File: src/rtl/tmds_seq_pkg.sv
package tmds_seq_pkg;

    localparam int SYM_W  = 10;
    localparam int WORD_W = 2 * SYM_W;

    typedef enum logic [1:0] {
        RG_FRONT  = 2'd0,
        RG_SYNC   = 2'd1,
        RG_BACK   = 2'd2,
        RG_ACTIVE = 2'd3
    } region_e;

    typedef enum logic [1:0] {
        OM_BLANK,
        OM_PIXEL,
        OM_FILL
    } out_mode_e;

    // DC-balanced solid-red fill pair, low half sent first
    localparam logic [SYM_W-1:0] FILL_RG_FIRST  = 10'h100;
    localparam logic [SYM_W-1:0] FILL_RG_SECOND = 10'h1FF;
    localparam logic [SYM_W-1:0] FILL_B_FIRST   = 10'h201;
    localparam logic [SYM_W-1:0] FILL_B_SECOND  = 10'h2FE;

    function automatic logic [SYM_W-1:0] ctrl_symbol(input logic [1:0] idx);
        logic [SYM_W-1:0] s;
        unique case (idx)
            2'd0: s = 10'h354;
            2'd1: s = 10'h0AB;
            2'd2: s = 10'h154;
            default: s = 10'h2AB;
        endcase
        return s;
    endfunction

endpackage

File: src/rtl/tmds_region_ctr.sv
module tmds_region_ctr
    import tmds_seq_pkg::*;
#(
    parameter int LEN_W = 12
) (
    input  logic                  clk,
    input  logic                  rst_n,
    input  logic                  step,
    input  logic [3:0][LEN_W-1:0] lens,
    output region_e               region,
    output region_e               region_next,
    output logic                  at_end
);

    localparam int NREG = 4;

    region_e          state;
    region_e          nxt;
    logic [LEN_W-1:0] cnt;
    logic [LEN_W-1:0] cur_len;
    logic [LEN_W:0]   cnt_inc;
    logic             found;

    always_comb begin
        cur_len = lens[state];
        cnt_inc = {1'b0, cnt} + {{LEN_W{1'b0}}, 1'b1};
        at_end  = cnt_inc >= {1'b0, cur_len};
        nxt     = state;
        found   = 1'b0;
        for (int k = 1; k <= NREG; k++) begin
            logic [1:0] cand;
            cand = state + 2'(k);
            if (!found && lens[cand] != '0) begin
                nxt   = region_e'(cand);
                found = 1'b1;
            end
        end
    end

    // state register
    always_ff @(posedge clk) begin
        if (!rst_n) begin
            state <= RG_FRONT;
        end else if (step && at_end) begin
            unique case (state)
                RG_FRONT, RG_SYNC, RG_BACK, RG_ACTIVE: state <= nxt;
            endcase
        end
    end

    // position counter inside the region
    always_ff @(posedge clk) begin
        if (!rst_n) begin
            cnt <= '0;
        end else if (step) begin
            cnt <= at_end ? '0 : cnt_inc[LEN_W-1:0];
        end
    end

    assign region      = state;
    assign region_next = nxt;

    AST_CNT_BELOW_LEN: assert property (@(posedge clk) disable iff (!rst_n)
        (cur_len != '0) |-> (cnt < cur_len));

    AST_NO_ZERO_REGION: assert property (@(posedge clk) disable iff (!rst_n)
        (step && at_end && found) |=> (cur_len != '0));

    AST_HOLD_WITHOUT_STEP: assert property (@(posedge clk) disable iff (!rst_n)
        !step |=> $stable(state));

endmodule

File: src/rtl/tmds_symbol_mux.sv
module tmds_symbol_mux
    import tmds_seq_pkg::*;
(
    input  region_e             h_reg,
    input  region_e             v_reg,
    input  logic                h_pol,
    input  logic                v_pol,
    input  logic                pix_none,
    input  logic                pix_valid,
    input  logic [WORD_W-1:0]   pix0,
    input  logic [WORD_W-1:0]   pix1,
    input  logic [WORD_W-1:0]   pix2,
    output logic [WORD_W-1:0]   lane0,
    output logic [WORD_W-1:0]   lane1,
    output logic [WORD_W-1:0]   lane2,
    output logic                ready,
    output logic                underrun
);

    out_mode_e        mode;
    logic             in_active;
    logic             hs_lvl;
    logic             vs_lvl;
    logic [SYM_W-1:0] sync_sym;
    logic [SYM_W-1:0] idle_sym;

    always_comb begin
        in_active = (h_reg == RG_ACTIVE) && (v_reg == RG_ACTIVE);
        hs_lvl    = (h_reg == RG_SYNC) ^ ~h_pol;
        vs_lvl    = (v_reg == RG_SYNC) ^ ~v_pol;
        sync_sym  = ctrl_symbol({vs_lvl, hs_lvl});
        idle_sym  = ctrl_symbol(2'b00);
        ready     = in_active && !pix_none;
        underrun  = ready && !pix_valid;
        if (!in_active)
            mode = OM_BLANK;
        else if (ready && pix_valid)
            mode = OM_PIXEL;
        else
            mode = OM_FILL;
    end

    always_comb begin
        unique case (mode)
            OM_BLANK: begin
                lane0 = {sync_sym, sync_sym};
                lane1 = {idle_sym, idle_sym};
                lane2 = {idle_sym, idle_sym};
            end
            OM_PIXEL: begin
                lane0 = pix0;
                lane1 = pix1;
                lane2 = pix2;
            end
            default: begin
                lane0 = {FILL_RG_SECOND, FILL_RG_FIRST};
                lane1 = {FILL_RG_SECOND, FILL_RG_FIRST};
                lane2 = {FILL_B_SECOND, FILL_B_FIRST};
            end
        endcase
    end

endmodule

File: src/rtl/tmds_line_sequencer.sv
module tmds_line_sequencer
    import tmds_seq_pkg::*;
#(
    parameter int LEN_W = 12
) (
    input  logic              clk,
    input  logic              rst_n,
    input  logic [LEN_W-1:0]  h_front,
    input  logic [LEN_W-1:0]  h_sync,
    input  logic [LEN_W-1:0]  h_back,
    input  logic [LEN_W-1:0]  h_active,
    input  logic [LEN_W-1:0]  v_front,
    input  logic [LEN_W-1:0]  v_sync,
    input  logic [LEN_W-1:0]  v_back,
    input  logic [LEN_W-1:0]  v_active,
    input  logic              h_pol,
    input  logic              v_pol,
    input  logic              pix_none,
    input  logic              pix_valid,
    output logic              pix_ready,
    input  logic [19:0]       pix_lane0,
    input  logic [19:0]       pix_lane1,
    input  logic [19:0]       pix_lane2,
    output logic [19:0]       sym_lane0,
    output logic [19:0]       sym_lane1,
    output logic [19:0]       sym_lane2,
    output logic              line_req,
    output logic              underrun_err
);

    logic [3:0][LEN_W-1:0] h_lens;
    logic [3:0][LEN_W-1:0] v_lens;
    region_e               h_reg, h_next, v_reg, v_next;
    logic                  h_end, v_end, line_end;
    logic                  underrun_now;

    assign h_lens = {h_active, h_back, h_sync, h_front};
    assign v_lens = {v_active, v_back, v_sync, v_front};

    tmds_region_ctr #(.LEN_W(LEN_W)) u_hctr (
        .clk         (clk),
        .rst_n       (rst_n),
        .step        (1'b1),
        .lens        (h_lens),
        .region      (h_reg),
        .region_next (h_next),
        .at_end      (h_end)
    );

    // a line ends when the horizontal machine wraps around
    assign line_end = h_end && (h_next <= h_reg);

    tmds_region_ctr #(.LEN_W(LEN_W)) u_vctr (
        .clk         (clk),
        .rst_n       (rst_n),
        .step        (line_end),
        .lens        (v_lens),
        .region      (v_reg),
        .region_next (v_next),
        .at_end      (v_end)
    );

    tmds_symbol_mux u_mux (
        .h_reg     (h_reg),
        .v_reg     (v_reg),
        .h_pol     (h_pol),
        .v_pol     (v_pol),
        .pix_none  (pix_none),
        .pix_valid (pix_valid),
        .pix0      (pix_lane0),
        .pix1      (pix_lane1),
        .pix2      (pix_lane2),
        .lane0     (sym_lane0),
        .lane1     (sym_lane1),
        .lane2     (sym_lane2),
        .ready     (pix_ready),
        .underrun  (underrun_now)
    );

    always_comb begin
        line_req = (v_reg == RG_ACTIVE) && (h_reg != RG_ACTIVE) &&
                   h_end && (h_next == RG_ACTIVE);
    end

    always_ff @(posedge clk) begin
        if (!rst_n)
            underrun_err <= 1'b0;
        else if (underrun_now)
            underrun_err <= 1'b1;
    end

    AST_REQ_THEN_ACTIVE: assert property (@(posedge clk) disable iff (!rst_n)
        line_req |=> (h_reg == RG_ACTIVE && v_reg == RG_ACTIVE));

    AST_READY_IN_ACTIVE: assert property (@(posedge clk) disable iff (!rst_n)
        pix_ready |-> (h_reg == RG_ACTIVE && v_reg == RG_ACTIVE));

    AST_ERR_STICKY: assert property (@(posedge clk) disable iff (!rst_n)
        underrun_err |=> underrun_err);

    AST_V_ONLY_AT_LINE_END: assert property (@(posedge clk) disable iff (!rst_n)
        !line_end |=> $stable(v_reg));

    AST_V_TAKES_NEXT: assert property (@(posedge clk) disable iff (!rst_n)
        (line_end && v_end) |=> (v_reg == $past(v_next)));

    AST_IDLE_LANE1_BLANK: assert property (@(posedge clk) disable iff (!rst_n)
        (h_reg != RG_ACTIVE || v_reg != RG_ACTIVE) |-> (sym_lane1 == 20'hD5354));

endmodule

File: config.mk
export PLATFORM = sky130hd
export DESIGN_NAME = tmds_line_sequencer
export DESIGN_NICKNAME = d
export VERILOG_FILES = /design/src/rtl/tmds_seq_pkg.sv /design/src/rtl/tmds_region_ctr.sv /design/src/rtl/tmds_symbol_mux.sv /design/src/rtl/tmds_line_sequencer.sv
export SDC_FILE = /design/constraint.sdc
export NUM_CORES = 1
export LEC_CHECK = 0
export BUFFER_PORTS_ARGS = -buffer_cell sky130_fd_sc_hd__buf_4
export CORE_MARGIN = 5
export CORE_UTILIZATION = 49
export CTS_BUF_LIST = sky130_fd_sc_hd__clkbuf_2 sky130_fd_sc_hd__clkbuf_4 sky130_fd_sc_hd__clkbuf_8
export DETAILED_ROUTE_END_ITERATION = 12
export PLACE_DENSITY = 0.9
export SLEW_MARGIN = 20
export SYNTH_ARGS = -nofsm -noshare
export SYNTH_HDL_FRONTEND = slang
export SYNTH_SLANG_ARGS = --single-unit
File: constraint.sdc
create_clock -name clk -period 9.8 [get_ports clk]
set_clock_uncertainty 0.05 [all_clocks]
set_input_delay 1.47 -clock clk [delete_from_list [all_inputs] [get_ports clk]]
set_output_delay 1.47 -clock clk [all_outputs]
set_load 0.02 [all_outputs]
== Word-level counts from Yosys, hierarchy flattened ==
Cells that the tools add are included.

* Register bits after elaboration: 29
* Bits in latches: 0
* Bits in writable memories: 0
* ROM bits: 0
* Input bits: 162
* Output and inout bits: 63
* Logic and storage cells: 120
* Memories kept: 0

* Add/sub/neg operators: 8
* $mul: 0
* Divide/modulo/power cells: 0
* $lt $le $gt $ge: 11
* Eq/ne operators: 13
* Shift-type cells: 0
* Multiplexer cells: 39
* Bitwise logic cells: 5
* Reductions and logical operators: 39

{| class="wikitable"
|+ Operators by type and width
! kind !! count
|-
| $bmux 12 s2 || 8
|-
| $pmux 20 s2 || 3
|-
| $mux 12 || 9
|-
| $reduce_bool 12->1 || 8
|-
| $pmux 10 s3 || 1
|-
| $add 12x1->13 const B || 2
|-
| $ge 13x12->1 || 2
|-
| $lt 2x3->1 const B || 8
|-
| $mux 2 || 12
|-
| $logic_and 1x1->1 || 15
|-
| $eq 2x2->1 const B || 6
|-
| $add 2x2->2 const B || 4
|-
| $eq 2x1->1 const B || 4
|-
| $logic_not 1->1 || 8
|-
| $logic_not 2->1 || 4
|-
| $reduce_or 4->1 || 2
|-
| $mux 1 || 6
|-
| $add 2x1->2 const B || 2
|-
| $ne 2x2->1 const B || 2
|-
| $ne 4x1->1 const B || 1
|-
| $not 1->1 || 3
|-
| $reduce_and 3->1 || 1
|-
| $le 2x2->1 || 1
|-
| $reduce_or 2->1 || 1
|-
| $xor 1x1->1 || 2
|}

== Longest topological paths before layout ==
Gate-level depths: netlist of run 1.

* Depth in word-level cells: 18
* Depth in mapped cells: 15
* Mapped depth without buffers: 14

== By module ==
From an unflattened synthesis of run 1, not the netlist that was laid out.

* Cell total of the unflattened synthesis: 515
* Area, all modules: 4032.6 µm²

{| class="wikitable"
|+ By module, submodules not included
! module !! times used !! cells each !! area an instance (µm²) !! sequential area each (µm²)
|-
| tmds_region_ctr (u_hctr) || 1 || 200 || 1737.9 || 280.3
|-
| tmds_region_ctr (u_vctr) || 1 || 180 || 1571.5 || 280.3
|-
| tmds_symbol_mux || 1 || 121 || 615.6 || 0.0
|-
| tmds_line_sequencer || 1 || 14 || 107.6 || 20.0
|}

== Least setup slack after synthesis of run 1 ==
OpenSTA, ideal clock, no wires.

* Path type: input to output
* Start: input h_active[0]
* End: output line_req
* Arrival time: 3.510 ns
* Required time: 8.280 ns
* Slack: 4.770 ns
* Cell stages on the path: 9
* Buffers on the path: 0
* Cells stage by stage: mux4_2 -> ha_1 -> nor2b_1 -> o21ai_0 -> nand3_1 -> a211oi_1 -> nor3_1 -> nand4bb_1 -> nor2_1

* Word-level cells in the longest chain between the ends: 15
* Elaborated cells on any way between the ends: 29
* Those cells by class: order compare: 1; eq/ne: 1; mux: 15; reduce/logical: 12

{| class="wikitable"
|+ RTL lines
! what !! RTL line !! source
|-
| start: declaration || tmds_line_sequencer.sv:11 || <nowiki>input logic [LEN_W-1:0] h_active,</nowiki>
|-
| $bmux 12 s2 || tmds_region_ctr.sv:33 || <nowiki>if (!found && lens[cand] != '0) begin</nowiki>
|-
| $mux 12 (implied by the code) || tmds_region_ctr.sv:33 ||
|-
| $reduce_bool 12->1 || tmds_region_ctr.sv:33 ||
|-
| $mux 1 || tmds_region_ctr.sv:33 ||
|-
| $logic_not 1->1 || tmds_region_ctr.sv:33 ||
|-
| $logic_and 1x1->1 || tmds_region_ctr.sv:33 ||
|-
| $mux 1 || tmds_region_ctr.sv:33 ||
|-
| $logic_not 1->1 || tmds_region_ctr.sv:33 ||
|-
| $logic_and 1x1->1 || tmds_region_ctr.sv:33 ||
|-
| $mux 1 || tmds_region_ctr.sv:33 ||
|-
| $logic_not 1->1 || tmds_region_ctr.sv:33 ||
|-
| $logic_and 1x1->1 || tmds_region_ctr.sv:33 ||
|-
| $mux 2 || tmds_region_ctr.sv:33 ||
|-
| $eq 2x2->1 || tmds_line_sequencer.sv:82 || <nowiki>h_end && (h_next == RG_ACTIVE);</nowiki>
|-
| $logic_and 1x1->1 * || tmds_line_sequencer.sv:82 ||
|-
| end: declaration || tmds_line_sequencer.sv:27 || <nowiki>output logic line_req,</nowiki>
|}

Mark *: on every way between the ends. The rest lies on a longest branch, timed or not. The select of a mux whose other input is x is not followed.

== Final worst setup path of run 1 ==
* Start: register u_hctr.state[0], in the netlist u_hctr.region[0]
* End: output sym_lane1[17]

* Word-level cells in the longest chain between the ends: 8
* Elaborated cells on any way between the ends: 9
* Those cells by class: eq/ne: 2; mux: 3; reduce/logical: 4

{| class="wikitable"
|+ RTL lines
! what !! RTL line !! source
|-
| start: declaration || tmds_region_ctr.sv:17 || <nowiki>region_e state;</nowiki>
|-
| start signal: assignment || tmds_region_ctr.sv:46 || <nowiki>RG_FRONT, RG_SYNC, RG_BACK, RG_ACTIVE: state <= nxt;</nowiki>
|-
| $eq 2x2->1 * || tmds_symbol_mux.sv:28 || <nowiki>in_active = (h_reg == RG_ACTIVE) && (v_reg == RG_ACTIVE);</nowiki>
|-
| $logic_and 1x1->1 * || tmds_symbol_mux.sv:28 ||
|-
| $logic_and 1x1->1 || tmds_symbol_mux.sv:33 || <nowiki>ready = in_active && !pix_none;</nowiki>
|-
| $logic_and 1x1->1 || tmds_symbol_mux.sv:37 || <nowiki>else if (ready && pix_valid)</nowiki>
|-
| $mux 2 || tmds_symbol_mux.sv:37 ||
|-
| $mux 2 * || tmds_symbol_mux.sv:35 || <nowiki>if (!in_active)</nowiki>
|-
| $eq 2x1->1 or $logic_not 2->1 (tied branches) || tmds_symbol_mux.sv:44 || <nowiki>unique case (mode)</nowiki>
|-
| $pmux 20 s2 * || tmds_symbol_mux.sv:44 ||
|-
| end: declaration || tmds_line_sequencer.sv:25 || <nowiki>output logic [19:0] sym_lane1,</nowiki>
|}

Mark *: on every way between the ends. The rest lies on a longest branch, timed or not.

==> flow_summary.yaml, run 1 <==
route:
  ant_nets: 0
  first_pass_iters: 5
  viasPerCell: 5.81
  post_drt_wl_per_cell_um: 18.0
  totalWireLength_mm: 13.4
  drc: 0
  dr_total_vias: 4337
  dr_iter_0_viols: 319
logic_synthesis:
  synth-edff-count: 0
  postSynthNetCount: 629
  yosys_register_bits: 29
  synthesized_area_per_cell_um2: 8.38
  synthDistinctLibCells: 52
  mapped_cells: 435
  async_flop_share: 0
  synth-main-ff-cell: "sky130_fd_sc_hd__dfxtp_1"
  synthesis.area_um2: 3640
  synth-warning-count: 0
  synth-seq-area-share: 0.159
grt:
  grt_start_max_net_pins: 36
  global_route.usage.total: 0.275
  grt-ovfl-total: 0
  antenna_found_initial: 0
  first_global_vias: 4374
  grt_first_pass_wirelength_mm: 20.2
die:
  starting_density_of_the_core: 0.503
  die_area_um2: 9260
  die_h_um: 96.2
  design.portCount: 225
  die-width_um: 96.2
  placement_rows: 31
  design.core.area_um2: 7250
sta:
  finalHoldViolCount: 0
  fin_ws_ps: 4390
  layout_min_cycle_time_ps: 5410
  slew_violations: 0
  setup_viol_count_final: 0
  fmax_mhz: 185
  final.period_utilization: 0.552
  rsz_0062_raised_after_global_routing: "false"
  max_slew.worst_pin.slew_ps: 928
  maxSlewHeadroom: 0.380
  setup_tns_ps: 0
pwr:
  design_power_total_mw: 0.324
  peakVddDrop_v: 0.0000405
  power.leakage_nw: 2.72
  p_per_area_nw_per_um2: 59.2
worst_setup_path:
  worst_setup_path_start_kind: "flip-flop"
  cpPeakStageDelay_ps: 930
  critical_path_s_top_delay_family: "simple AND/OR/NAND/NOR gates"
  worstPathCellList: "ha_1 > nand2_1 > nor2_1 > and2_1 > buf_4 > nor2_1 > a21o_1 > buf_4"
  worstSetupEndpointType: "output pin"
  worst_r2r_startpoint: "u_vctr.cnt[0]"
  critPathLaunch: "u_hctr.region[0]"
  critPathBufInv: 2
  path_max_fanout: 31
  path_class: "flip-flop to output pin"
  critical-path-slowest-cell: "sky130_fd_sc_hd__dfxtp_1"
  critical_path_required_ps: 8280
  worst-endpoint-arrival_ps: 3890
clocking:
  clock_pin_slew_of_the_registers_on_the_worst_case_setup_and_hold_paths_ps: 60
  tritoncts_clock_tree: "built"
  number_of_buffers_created_by_cts: 5
  cts.repair_timing.setup_buffer_count: 0
  cts_hold_buf: 0
  worstSkewPairLatency_ps: 280
  clock-sinks: 29
  clock_tree.buffer_depth: 2
  post_cts_resized: 0
  clock_tree.root_cell: "sky130_fd_sc_hd__clkbuf_8"
  h-tree-depth: 2
layout:
  share_of_layout_cells_above_drive_strength_1: 0.415
  layout.cells.most_common_list: "227 x sky130_fd_sc_hd__buf_4, 47 x sky130_fd_sc_hd__nand2_1, 32 x sky130_fd_sc_hd__ha_1"
  area.sequential_um2: 582
  final_common_cell: "sky130_fd_sc_hd__buf_4"
  finalNetCount: 841
  final.fill_count: 535
  post-route-util: 0.754
  antenna-diode-count: 0
  multi_input_area_um2: 2870
  area_growth_syn_to_layout_pct: 50.1
run:
  drv.max_cap_violation_count: 0
min_path:
  min-delay-path-class: "flip-flop to flip-flop"
  worstHoldStart: "underrun_err"
placed_design:
  finalWeightedCongestion: 0.875
  detailed_place_hpwl_mm: 11.1
  number_of_i_o_port_buffers: 224
  pre_cts_ws_ps: 4560
status:
  outcome: "finished, final reports clean"
==> final timing paths <==
kind                                       to  slack (ps)  depth (start not counted)
worst min-delay path             underrun_err         430                          1
worst max-delay path            sym_lane1[17]        4390                          8
worst min register to register   underrun_err         430                          1
worst max register to register  u_vctr.cnt[7]        5490                         14
==> final cells by class <==
| cell class | count | area share |
|---|---|---|
| Timing Repair Buffer | 227 | 0.312 |
| Inverter | 27 | 0.0185 |
| Clock buffer | 6 | 0.0140 |
| Tap cell | 99 | 0.0226 |
| Clock inverter | 2 | 0.00183 |
| Multi-Input combinational cell | 357 | 0.525 |
| Sequential cell | 29 | 0.106 |
==> state kept, by name, indices dropped and copies added, names as in the netlist <==
signal / cells
u_hctr.region: 2
underrun_err: 1
u_hctr.cnt: 12
u_vctr.region: 2
u_vctr.cnt: 12
==> stage by stage <==
step	cells	cell area, µm²	hold WS [ps]
after global routing	747	5470	455
after CTS	747	5470	435
after detailed placement	739	5380	418
after floorplan	435	3640	379
final	747	5470	427
after global placement	739	5380	410
==> metal layers <==
layer  global-route usage  part of all wire
met5                    0                 0
met4               0.0770             0.026
met3               0.0461             0.083
met2                0.512              0.52
met1                0.321              0.37
==> kinds of logic (layout without fill, tap and decap cells) <==
logic type,Yosys count,after routing,synth area share
AO/OA/AOI/OAI,95,95,0.186
XOR/XNOR,24,24,0.0577
adder cells (fa/ha/maj),32,32,0.110
buffers and inverters,49,262,0.0525
flip-flops,29,29,0.159
multiplexers,28,28,0.165
AND/OR/NAND/NOR,178,178,0.269
==> power by group <==
group	switching (mW)	internal, mW	total [mW]
Clock	0.0465	0.0518	0.0983
Combinational	0.0415	0.0640	0.106
Sequential	0.00112	0.119	0.120
==> cells in the mapped netlist (all sizes together), types with 6 or more instances <==
| cell | number | area [µm²] |
|---|---|---|
| nand2 | 47 | 176 |
| o21a | 13 | 97.6 |
| buf | 7 | 33.8 |
| a21boi | 10 | 75.1 |
| inv | 27 | 101 |
| a21o | 26 | 195 |
| nor2 | 12 | 45.0 |
| and3 | 27 | 169 |
| nand3b | 6 | 48.8 |
| xor2 | 7 | 61.3 |
| clkbuf | 15 | 56.3 |
| xnor2 | 17 | 149 |
| o21ai | 13 | 65.1 |
| a21oi | 14 | 70.1 |
| dfxtp | 29 | 581 |
| nor4 | 24 | 175 |
| mux4 | 25 | 571 |
| nand4 | 9 | 56.3 |
| ha | 32 | 400 |
| nand3 | 27 | 140 |
| nand2b | 13 | 81.3 |
Note: power is estimated with default switching activity, not from simulation.
==> inputs of run 2 (changes only) <==
--- a/config.mk
+++ b/config.mk
@@ -7,10 +7,10 @@
 export LEC_CHECK = 0
 export BUFFER_PORTS_ARGS = -buffer_cell sky130_fd_sc_hd__buf_4
 export CORE_MARGIN = 5
-export CORE_UTILIZATION = 49
+export CORE_UTILIZATION = 41
 export CTS_BUF_LIST = sky130_fd_sc_hd__clkbuf_2 sky130_fd_sc_hd__clkbuf_4 sky130_fd_sc_hd__clkbuf_8
 export DETAILED_ROUTE_END_ITERATION = 12
-export PLACE_DENSITY = 0.9
+export PLACE_DENSITY = 0.8
 export SLEW_MARGIN = 20
 export SYNTH_ARGS = -nofsm -noshare
 export SYNTH_HDL_FRONTEND = slang
==> constraint.sdc (replaced) <==
create_clock -name clk -period 4.39 [get_ports clk]
set_clock_uncertainty 0.05 [all_clocks]
set_input_delay 0.6585 -clock clk [delete_from_list [all_inputs] [get_ports clk]]
set_output_delay 0.6585 -clock clk [all_outputs]
set_load 0.02 [all_outputs]
==> run 2 against run 1 <==
  * Sequential power rose by 120%
  * Via count fell by 0.35%
  * Final cell count rose by 2.3%
  * Wire length fell by 1.8%
  * Clock power rose by 120%
  * Core utilization fell by 11 points
  * First-iteration DRC count fell by 52%
  * Highest routed layer unchanged
  * Cell area rose by 1.5%
  * Largest power group unchanged
  * Power rose by 120%
==> flow_summary.yaml, run 2 (synthesized netlist as in run 1, its figures left out) <==
status:
  outcome: "finished, final reports clean"
placed_design:
  numPlacedInstances: 756
  finalWeightedCongestion: 0.916
  detailed_place_hpwl_mm: 11.3
  pre_cts_ws_ps: 654
  number_of_i_o_port_buffers: 224
grt:
  global_route.usage.total: 0.232
  antenna_found_initial: 0
  first_global_vias: 4424
  grt_start_max_net_pins: 36
  grt-ovfl-total: 0
  grt_first_pass_wirelength_mm: 21.3
route:
  viasPerCell: 5.66
  first_pass_iters: 5
  ant_nets: 0
  post_drt_wl_per_cell_um: 17.3
  drc: 0
  dr_iter_0_viols: 152
  totalWireLength_mm: 13.2
  dr_total_vias: 4322
die:
  die_area_um2: 10900
  starting_density_of_the_core: 0.420
  die-width_um: 104
  design.core.area_um2: 8680
  placement_rows: 34
  die_h_um: 104
  design.portCount: 225
layout:
  post-route-util: 0.640
  layout.cells.most_common_list: "234 x sky130_fd_sc_hd__buf_4, 47 x sky130_fd_sc_hd__nand2_1, 32 x sky130_fd_sc_hd__ha_1"
  area_growth_syn_to_layout_pct: 52.4
  non_filler_instance_count_after_layout: 764
  share_of_layout_cells_above_drive_strength_1: 0.421
  final.fill_count: 735
  finalNetCount: 849
  layout_top_registers: "u_hctr.cnt: 12 flops, u_vctr.cnt: 12 flops"
  antenna-diode-count: 0
  final_common_cell: "sky130_fd_sc_hd__buf_4"
pwr:
  intPower_mw: 0.517
  switching_power_mw: 0.205
  power.switching_fraction: 0.284
  seq_power_share: 0.371
  power.leakage_nw: 2.76
  pwr-share-comb: 0.324
  p_clk_frac: 0.306
  p_per_area_nw_per_um2: 130
  peakVddDrop_v: 0.0000930
min_path:
  worstHoldStart: "underrun_err"
  min-delay-path-class: "flip-flop to flip-flop"
clocking:
  number_of_buffers_created_by_cts: 5
  clock_pin_slew_of_the_registers_on_the_worst_case_setup_and_hold_paths_ps: 70
  h-tree-depth: 2
  tritoncts_clock_tree: "built"
  cts_hold_buf: 0
  post_cts_resized: 0
  cts.repair_timing.setup_buffer_count: 0
  clock_tree.root_cell: "sky130_fd_sc_hd__clkbuf_8"
  clock_tree.buffer_depth: 2
  clock-sinks: 29
  worstSkewPairLatency_ps: 280
sta:
  layout_min_cycle_time_ps: 4050
  setup_viol_count_final: 0
  fin_worst_hold_slack_ps: 423
  fmax_mhz: 247
  maxSlewHeadroom: 0.282
  slew_violations: 0
  rsz_0062_raised_after_global_routing: "false"
  max_slew.worst_pin.slew_ps: 1070
  setup_tns_ps: 0
  final.period_utilization: 0.923
  fin_ws_ps: 337
  finalHoldViolCount: 0
worst_setup_path:
  critPathLaunch: "u_hctr.region[1]"
  worstSetupEndpointType: "output pin"
  worst_setup_path_start_kind: "flip-flop"
  worst-endpoint-arrival_ps: 3340
  critical_path_required_ps: 3680
  path_max_fanout: 9
  worst_r2r_startpoint: "u_vctr.cnt[0]"
  path_class: "flip-flop to output pin"
run:
  drv.max_cap_violation_count: 0
## run 2: area by class of cell
| cell class | count | area (µm²) | area share |
|---|---|---|---|
| multi-input cells | 357 | 2870 | 0.517 |
| repair buffers | 235 | 1780 | 0.320 |
| flip-flops and latches | 29 | 581 | 0.105 |
| well taps | 108 | 135 | 0.0243 |
| inverters | 27 | 101 | 0.0183 |
| clock buffers | 5 | 68.8 | 0.0124 |
| clock inverters | 3 | 17.5 | 0.00315 |
## run 2: critical path, stage by stage, from the launching register on
cell and delay [ps]:
sky130_fd_sc_hd__dfxtp_1 650, sky130_fd_sc_hd__mux4_2 600, sky130_fd_sc_hd__ha_1 300, sky130_fd_sc_hd__nor2b_1 40, sky130_fd_sc_hd__o21ai_0 170, sky130_fd_sc_hd__nand3_1 110
sky130_fd_sc_hd__a211oi_1 510, sky130_fd_sc_hd__nor3_1 160, sky130_fd_sc_hd__nand4bb_1 220, sky130_fd_sc_hd__nor2_1 130, sky130_fd_sc_hd__buf_4 160
## run 2: power groups by stage
| stage | Sequential [mW] | Clock [mW] | Combinational, mW |
|---|---|---|---|
| global route | 0.268 | 0.236 | 0.253 |
| detailed placement | 0.274 | 0 | 0.234 |
| global placement | 0.273 | 0 | 0.227 |
| CTS | 0.268 | 0.222 | 0.234 |
| finish | 0.268 | 0.221 | 0.234 |
| floorplan | 0.273 | 0 | 0.0771 |
## run 2: path summary, 6_finish.rpt
kind | to | slack, ps | cells after the start
worst max-delay path | line_req | 340 | 10
worst min-delay path | underrun_err | 420 | 1
worst max register to register | u_vctr.cnt[4] | 640 | 15
worst min register to register | underrun_err | 420 | 1
## run 2: metal layers
| layer | track usage | routed length (µm) |
|---|---|---|
| met1 | 0.280 | 5240 |
| met2 | 0.428 | 6870 |
| met3 | 0.0335 | 824 |
| met4 | 0.0555 | 264 |
| met5 | 0 | 0 |
## run 2: through the flow
stage               cell area (µm²)  power [mW]
floorplan                      3640       0.350
global placement               5470       0.500
detailed placement             5470       0.507
CTS                            5550       0.724
global route                   5550       0.757
finish                         5550       0.722
==> inputs of run 3 (changes only) <==
--- a/config.mk
+++ b/config.mk
@@ -5,12 +5,15 @@
 export SDC_FILE = /design/constraint.sdc
 export NUM_CORES = 1
 export LEC_CHECK = 0
+export ABC_CLOCK_PERIOD_IN_PS = 4390
 export BUFFER_PORTS_ARGS = -buffer_cell sky130_fd_sc_hd__buf_4
 export CORE_MARGIN = 5
 export CORE_UTILIZATION = 41
 export CTS_BUF_LIST = sky130_fd_sc_hd__clkbuf_2 sky130_fd_sc_hd__clkbuf_4 sky130_fd_sc_hd__clkbuf_8
 export DETAILED_ROUTE_END_ITERATION = 12
 export PLACE_DENSITY = 0.8
+export REMOVE_ABC_BUFFERS = 1
+export SETUP_SLACK_MARGIN = 0.5
 export SLEW_MARGIN = 20
 export SYNTH_ARGS = -nofsm -noshare
 export SYNTH_HDL_FRONTEND = slang
==> run 3 against run 2 <==
  * Flip-flop and latch count unchanged
  * Largest cell class unchanged
  * Sequential share of layout area about the same
  * Global-route usage decreased by 1.2 points
  * Worst hold slack about the same
  * Die area unchanged
  * Sequential power about the same
  * Worst setup slack improved by 360 ps
  * Count of clock-buffer cells in the layout increased by 1
  * Critical endpoint unchanged
  * Power increased by 1.5%
  * Via count decreased by 1.4%
  * Wire length decreased by 3.9%
==> flow_summary.yaml, run 3 (synthesized netlist as in run 1, its figures left out) <==
placed_design:
  detailed_place_hpwl_mm: 10.5
  finalWeightedCongestion: 0.914
  placement.cell_area_um2: 5420
  numPlacedInstances: 752
  number_of_i_o_port_buffers: 224
clocking:
  clock-sinks: 29
  clock_pin_slew_of_the_registers_on_the_worst_case_setup_and_hold_paths_ps: 70
  h-tree-depth: 2
  clock_tree.root_cell: "sky130_fd_sc_hd__clkbuf_8"
  number_of_buffers_created_by_cts: 5
  cts_hold_buf: 0
  tritoncts_clock_tree: "built"
  worstSkewPairLatency_ps: 280
  clock_tree.buffer_depth: 2
sta:
  rsz_0062_raised_after_global_routing: "false"
  layout_min_cycle_time_ps: 3690
  final.period_utilization: 0.841
  maxSlewHeadroom: 0.539
  finalHoldViolCount: 0
  slew_violations: 0
  setup_viol_count_final: 0
  max_slew.worst_pin.slew_ps: 692
  fmax_mhz: 271
  setup_tns_ps: 0
route:
  first_pass_iters: 4
  drc: 0
  totalWireLength_mm: 12.7
  viasPerCell: 5.57
  dr_iter_0_viols: 241
  ant_nets: 0
  dr_total_vias: 4260
  post_drt_wl_per_cell_um: 16.6
min_path:
  min-delay-path-class: "flip-flop to flip-flop"
  worst_hold_path.num_cells: 1
worst_setup_path:
  cp_num_cells: 12
  worst_setup_path_start_kind: "flip-flop"
  critical_path_s_top_delay_family: "simple AND/OR/NAND/NOR gates"
  worst_r2r_path_depth: 16
  worstPathCellList: "and4_1 > and2_1 > nand3_1 > nor2_1 > xor2_1 > ha_1 > nand3_1 > a211oi_4 > nor3_2 > nand4bb_1 > nor2_1 > buf_4"
  critPathBufInv: 1
  worst-endpoint-arrival_ps: 2990
  worstSetupEndpointType: "output pin"
  path_class: "flip-flop to output pin"
  cpPeakStageDelay_ps: 400
  path_max_fanout: 4
  critical_path_required_ps: 3680
  critical-path-slowest-cell: "sky130_fd_sc_hd__dfxtp_1"
run:
  drv.max_cap_violation_count: 0
pwr:
  p_clk_frac: 0.317
  p_per_area_nw_per_um2: 130
  power.switching_fraction: 0.272
  power.leakage_nw: 2.77
  peakVddDrop_v: 0.000108
  seq_power_share: 0.364
  intPower_mw: 0.534
  switching_power_mw: 0.199
  pwr-share-comb: 0.319
grt:
  grt-ovfl-total: 0
  antenna_found_initial: 0
  grt_start_max_net_pins: 42
  first_global_vias: 4443
  global_route.usage.total: 0.219
  grt_first_pass_wirelength_mm: 20.7
die:
  die-width_um: 104
  die_area_um2: 10900
  die_h_um: 104
  design.core.area_um2: 8680
  placement_rows: 34
  design.portCount: 225
  starting_density_of_the_core: 0.420
layout:
  antenna-diode-count: 0
  area_growth_syn_to_layout_pct: 54.7
  non_filler_instance_count_after_layout: 765
  stdcell_area_um2: 5640
  share_of_layout_cells_above_drive_strength_1: 0.437
  final_common_cell: "sky130_fd_sc_hd__buf_4"
  layout_top_registers: "u_hctr.cnt: 12 flops, u_vctr.cnt: 12 flops"
  layout.cells.most_common_list: "234 x sky130_fd_sc_hd__buf_4, 46 x sky130_fd_sc_hd__nand2_1, 32 x sky130_fd_sc_hd__ha_1"
  finalNetCount: 850
status:
  outcome: "finished, final reports clean"
## run 3: repair_timing
item / 4_1_cts / 5_1_grt
gates resized for setup: 5 / 11
cloned: 0 / 0
setup buffers: 0 / 5
pin swaps: 0 / 2
endpoints found under the setup margin: 23 / 24
## run 3: worst register-to-register path, delay by kind of cell, from the launching register on
kind | cells | cell delay, ps
AO/OA/AOI/OAI | 6 | 1050
XOR/XNOR | 1 | 220
adder cells (fa/ha/maj) | 2 | 520
buffers and inverters | 2 | 290
flip-flops | 1 | 420
multiplexers | 1 | 150
AND/OR/NAND/NOR | 4 | 740
## run 3: path summary, 6_finish.rpt
check                                    from  slack [ps]                to
worst max register to register  u_vctr.cnt[0]         830  u_vctr.region[0]
worst max-delay path            u_hctr.cnt[3]         700          line_req
worst min-delay path             underrun_err         420      underrun_err
worst min register to register   underrun_err         420      underrun_err
## run 3: layer usage
layer  GRT usage  share of wire  wire length, µm
met1       0.260           0.39             5000
met2       0.400           0.51             6440
met3      0.0478          0.081             1030
met4      0.0527          0.016              205
met5           0              0                0
## run 3: power groups by stage
stage	Combinational [mW]	Sequential, mW	Clock [mW]
floorplan	0.0736	0.273	0
global placement	0.228	0.273	0
detailed placement	0.232	0.274	0
CTS	0.232	0.268	0.236
global route	0.254	0.267	0.244
finish	0.234	0.267	0.232
## run 3: final cells by class
type | instances | area, µm²
Inverter | 27 | 101
Sequential cell | 29 | 591
Fill cell | 704 | 3040
Clock inverter | 2 | 13.8
Timing Repair Buffer | 236 | 1790
Multi-Input combinational cell | 357 | 2930
Tap cell | 108 | 135
Clock buffer | 6 | 82.6
## run 3: per-stage QoR
stage                     power (mW)  utilization  hold WS [ps]  setup slack (ps)
after floorplan                0.347            -           379               222
after CTS                      0.736        0.638           427               551
after global placement         0.501        0.625           399               622
final                          0.732        0.650           423               696
after global routing           0.766        0.650           459               492
after detailed placement       0.506        0.625           411               379
